[src/rtl/sat_add_pkg.sv]
// Package: sat_add_pkg
// Holds the types shared by the overflow detector and the clamp stage.
// Assumes: the overflow classes are mutually exclusive.
package sat_add_pkg;

    typedef enum logic [1:0] {
        OVF_NONE = 2'b00,
        OVF_POS  = 2'b01,
        OVF_NEG  = 2'b10
    } ovf_kind_e;

endpackage

[src/rtl/cla_slice.sv]
// Module: cla_slice
// A W-bit carry-lookahead adder slice. Every internal carry is a flat
// sum-of-products of the generate/propagate terms and the carry-in.
// Assumes: W is small (the product terms grow with W squared).
module cla_slice #(
    parameter int W = 4
) (
    input  logic [W-1:0] a,
    input  logic [W-1:0] b,
    input  logic         cin,
    output logic [W-1:0] s,
    output logic         cout
);

    logic [W-1:0] gen;
    logic [W-1:0] prop;
    logic [W:0]   cy;

    // Purpose: bitwise generate and propagate terms.
    always_comb begin
        gen  = a & b;
        prop = a ^ b;
    end

    // Purpose: every carry formed in parallel from gen/prop/cin.
    always_comb begin
        logic acc;
        logic chain;
        logic src;
        cy[0] = cin;
        for (int k = 1; k <= W; k++) begin
            acc = 1'b0;
            // j == 0 stands for the slice carry-in, j > 0 for gen[j-1]
            for (int j = 0; j <= k; j++) begin
                if (j < k) begin
                    src   = (j == 0) ? cin : gen[j-1];
                    chain = 1'b1;
                    for (int m = j; m < k; m++) begin
                        chain = chain & prop[m];
                    end
                    acc = acc | (src & chain);
                end else begin
                    acc = acc | gen[k-1];
                end
            end
            cy[k] = acc;
        end
    end

    // Purpose: sum bits and slice carry-out.
    always_comb begin
        s    = prop ^ cy[W-1:0];
        cout = cy[W];
    end

endmodule

[src/rtl/sat_ovf_detect.sv]
// Module: sat_ovf_detect
// Classifies signed overflow from operand signs and the raw sum sign.
// Assumes: operands and raw sum are two's complement of equal width.
module sat_ovf_detect
    import sat_add_pkg::*;
#(
    parameter int WIDTH = 8
) (
    input  logic             sign_a,
    input  logic             sign_b,
    input  logic [WIDTH-1:0] raw_sum,
    output ovf_kind_e        kind
);

    localparam int MSB = WIDTH - 1;

    // Purpose: same-sign operands with a flipped result sign mean overflow.
    always_comb begin
        kind = OVF_NONE;
        if (!sign_a && !sign_b && raw_sum[MSB]) begin
            kind = OVF_POS;
        end else if (sign_a && sign_b && !raw_sum[MSB]) begin
            kind = OVF_NEG;
        end
    end

endmodule

[src/rtl/sat_clamp.sv]
// Module: sat_clamp
// Selects the raw sum or a limit code according to the overflow class.
// Assumes: kind comes from sat_ovf_detect for the same raw sum.
module sat_clamp
    import sat_add_pkg::*;
#(
    parameter int WIDTH = 8
) (
    input  logic [WIDTH-1:0] raw_sum,
    input  ovf_kind_e        kind,
    output logic [WIDTH-1:0] result
);

    localparam logic [WIDTH-1:0] MAX_POS = {1'b0, {(WIDTH-1){1'b1}}};
    localparam logic [WIDTH-1:0] MAX_NEG = {1'b1, {(WIDTH-1){1'b0}}};

    // Purpose: three-way clamp multiplexer.
    always_comb begin
        unique case (kind)
            OVF_POS: result = MAX_POS;
            OVF_NEG: result = MAX_NEG;
            default: result = raw_sum;
        endcase
    end

endmodule

[src/rtl/sat_add8.sv]
// Module: sat_add8
// Saturating signed adder: a chain of lookahead slices, then an overflow
// detector and a clamp. Purely combinational; no clock or reset.
// Assumes: two's-complement operands; the first slice's carry-in is 0.
module sat_add8
    import sat_add_pkg::*;
#(
    parameter int SLICE_W  = 4,
    parameter int N_SLICES = 2
) (
    input  logic [SLICE_W*N_SLICES-1:0] a_in,
    input  logic [SLICE_W*N_SLICES-1:0] b_in,
    output logic [SLICE_W*N_SLICES-1:0] sum_out
);

    localparam int WIDTH = SLICE_W * N_SLICES;
    localparam int MSB   = WIDTH - 1;

    logic [N_SLICES:0]  slice_cy;
    logic [WIDTH-1:0]   raw_sum;
    ovf_kind_e          ovf_kind;

    assign slice_cy[0] = 1'b0;

    // Slice chain: each slice's carry-out feeds the next slice's carry-in.
    for (genvar gi = 0; gi < N_SLICES; gi++) begin : g_slice
        cla_slice #(.W(SLICE_W)) u_slice (
            .a    (a_in[gi*SLICE_W +: SLICE_W]),
            .b    (b_in[gi*SLICE_W +: SLICE_W]),
            .cin  (slice_cy[gi]),
            .s    (raw_sum[gi*SLICE_W +: SLICE_W]),
            .cout (slice_cy[gi+1])
        );
    end

    sat_ovf_detect #(.WIDTH(WIDTH)) u_detect (
        .sign_a  (a_in[MSB]),
        .sign_b  (b_in[MSB]),
        .raw_sum (raw_sum),
        .kind    (ovf_kind)
    );

    sat_clamp #(.WIDTH(WIDTH)) u_clamp (
        .raw_sum (raw_sum),
        .kind    (ovf_kind),
        .result  (sum_out)
    );

    // The final carry-out is not needed for signed saturation.
    logic unused_cy;
    assign unused_cy = slice_cy[N_SLICES];

endmodule

[config.mk]
export PLATFORM = sky130hd
export DESIGN_NAME = sat_add8
export DESIGN_NICKNAME = d
export VERILOG_FILES = /design/src/rtl/sat_add_pkg.sv /design/src/rtl/cla_slice.sv /design/src/rtl/sat_ovf_detect.sv /design/src/rtl/sat_clamp.sv /design/src/rtl/sat_add8.sv
export SDC_FILE = /design/constraint.sdc
export NUM_CORES = 1
export LEC_CHECK = 0
export BUFFER_PORTS_ARGS = -buffer_cell sky130_fd_sc_hd__buf_4
export CORE_AREA = 2 2 39 41
export DETAILED_ROUTE_END_ITERATION = 7
export DIE_AREA = 0 0 41 43
export MAX_ROUTING_LAYER = met4
export PLACE_DENSITY = 0.6
export SYNTH_ARGS = -nofsm -noshare
export SYNTH_HDL_FRONTEND = slang
export SYNTH_SLANG_ARGS = --single-unit
[constraint.sdc]
create_clock -name vclk -period 2
set_input_delay 0.1 -clock vclk [all_inputs]
set_output_delay 0.1 -clock vclk [all_outputs]
set_load 0.005 [all_outputs]
==> metrics.md <==
| Metric | Value |
|---|---|
| Core Rows | `14` |
| Max_cap viols | `0` |
| GP Congestion | `0.759` |
| Worst Max-Slew Pin Slew | `0.276 ns` |
| Final setup TNS | `0 ns` |
| Yosys cell types | `25` |
| Gate Count Post-Synth | `51` |
| Final cell count without fillers | `a little under 100` |
| Final period util | `0.979` |
| Global-route wire length before repair | `1.76 mm` |
| Count of clock buffers in the final design | `0` |
| Layout area overhead | `67.7%` |
| CP endpoint kind | `primary output` |
| Layout cells sized above 1 | `0.506` |
| Fillers | `140` |
| DR DRC count | `0` |
| Avg WL per Cell | `12.3 µm` |
| Die area | `1760 µm²` |
| Worst hold slack | `between 0.6 and 0.7 ns` |
| Worst path bufs/invs | `2` |
| Critical Path RT | `around 1.9 ns` |
| CP max stage cell | `fa_2` |
| Mapped cell area | `approximately 440 µm²` |
| Nature of the critical path startpoint | `input port` |
| Placed cells | `97` |
| Max-slew headroom | `0.814` |
| Core box area | `1380 µm²` |
| Final #Nets | `112` |
| Status | `finished, final reports clean` |
| Crit-path max cell delay | `~0.55 ns` |
| Gr usage total | `0.136` |
| Dpl hpwl | `955 µm` |
| Setup slack after layout | `0.0427 ns` |
| Initial antenna violation count | `0` |
| Routed WL | `1.22 mm` |
| Max-slew violations | `0` |
| Crit-path leading delay family | `adder cells` |
| Mapped Avg Cell Area | `8.59 µm²` |
| Leakage | `0.345 nW` |
| Grt ovf | `0` |
| Worst setup path endpoint | `sum_out[4]` |
| DR vias/cell | `5.29` |
| FFs & Latches | `0` |
| Critical path class | `in -> out` |
| Crit path arrival time | `1.86 ns` |
| Initial Util | `0.316` |
| Final setup fails | `0` |
| Fin crit period | `1.96 ns` |
| Vias | `524` |
| Setup slack after placement | `-0.105 ns` |
| # IOs | `24` |
| FF/Latch Area | `0 µm²` |
| Final count of hold timing violations | `0` |
| PD cells | `356 nW/µm²` |
| DIE WIDTH | `between 40 and 50 µm` |
| Syn_nets | `between 70 and 80` |
| Synthesis warning total | `0` |
| Maximum vdd ir drop | `between 150 and 200 µV` |
| Vias in the first global route | `422` |
| Placed Instance Area | `683 µm²` |
| Final Cell Area | `734 µm²` |
| Largest net degree at the start of global routing | `8` |
| IO Port Bufs | `24` |
| Hold/Removal Path Class | `in -> out` |
| Crit-path max FO | `3` |
| Die Span Y | `43 µm` |
| Instance count on the critical path | `9` |
| Routed Antenna Nets | `0` |
| RSZ-0062 raised after global routing | `false` |
| Antenna diode count | `0` |
| Drt pass-1 iters | `4` |
| Cell Chain, Critical Path | `buf_4 -> ha_4 -> a211oi_4 -> nor3b_2 -> or2_4 -> fa_2 -> a21oi_1 -> a21oi_1 -> buf_4` |
| Crit path from | `a_in[1]` |
| Achievable frequency | `511 MHz` |
| Hold_buf cts | `0` |
| DRT iter0 DRCs | `4` |
| Register area share after synthesis | `0` |
==> tightest hold or removal path: cells and delay by family <==
kind	cells	cell delay [ns]
adders and majority gates	1	0.13
AOI/OAI and AO/OA	2	0.16
buffers and inverters	2	0.20
==> cell usage after synthesis, drive strengths merged <==
cell type / instances / area, µm²
nand3b: 2 / 15.0
a211oi: 1 / 12.5
ha: 9 / 113
a31oi: 3 / 18.8
fa: 2 / 40.0
inv: 2 / 7.51
a21oi: 6 / 30.0
o31a: 1 / 10.0
o22ai: 1 / 6.26
o21ai: 1 / 5.00
nand2: 2 / 7.51
nand2b: 3 / 18.8
nor2: 2 / 7.51
nor3b: 1 / 12.5
o21a: 2 / 15.0
o21bai: 1 / 7.51
a2111o: 2 / 22.5
xor2: 1 / 8.76
o211ai: 1 / 7.51
nor3: 1 / 5.00
xnor2: 3 / 26.3
or2: 1 / 6.26
mux2: 1 / 15.0
a32o: 1 / 10.0
mux2i: 1 / 10.0
==> through the flow <==
stage                      util  total power [mW]
after floorplan               -             0.125
after global placement    0.494             0.239
after detailed placement  0.494             0.242
after CTS                 0.512             0.250
after global routing      0.531             0.287
final                     0.531             0.262
==> per-layer routing <==
metal / global-route usage / share of wire / up-vias
li1: - / - / 263
met2: 0.219 / 0.50 / 16
met3: 0 / 0.061 / 0
met5: - / 0 / -
met1: 0.200 / 0.44 / 245
met4: 0 / 0 / 0
==> cell families after synthesis <==
family / share of synthesized area
adder cells (fa/ha/maj): 0.349
AO/OA/AOI/OAI: 0.331
AND/OR/NAND/NOR: 0.166
multiplexers: 0.0571
XOR/XNOR: 0.0800
buffers and inverters: 0.0171
==> worst min path at each step <==
stage | to | cells past startpoint | startpoint | slack (ns)
global placement | sum_out[0] | 5 | b_in[0] | 0.68
detailed placement | sum_out[0] | 5 | b_in[0] | 0.67
global route | sum_out[0] | 5 | b_in[0] | 0.71
floorplan | sum_out[0] | 3 | b_in[0] | 0.48
finish | sum_out[0] | 5 | b_in[0] | 0.69
CTS | sum_out[0] | 5 | b_in[0] | 0.69
==> power breakdown <==
| part | total [mW] | switching, mW | internal, mW |
|---|---|---|---|
| Combinational | 0.262 | 0.107 | 0.155 |
| Clock | 0 | 0 | 0 |
| Sequential | 0 | 0 | 0 |
| Total | 0.262 | 0.107 | 0.155 |
==> cell type report <==
cell class	instances	area, µm²	share of cell area
Tap cell	16	20.0	0.0273
Timing Repair Buffer	32	240	0.327
Inverter	2	7.51	0.0102
Multi-Input combinational cell	49	467	0.635
==> cells in the final DEF (no fill, tap or decap), types with 2 or more instances in the layout <==
cell	instances
o21a_1	2
nand2_1	2
nand3b_1	2
nand2b_1	3
a21oi_1	6
ha_1	7
a31oi_1	3
xnor2_1	3
inv_1	2
a2111o_1	2
buf_4	32
==> timing repair <==
action / 4_1_cts / 5_1_grt
gates resized for setup: 3 / 4
pin swaps: 6 / 3
buffers inserted: 1 / 1
setup endpoints to repair: 7 / 6
hold endpoints to repair: 0 / 0
Note: power is estimated with default switching activity, not from simulation.
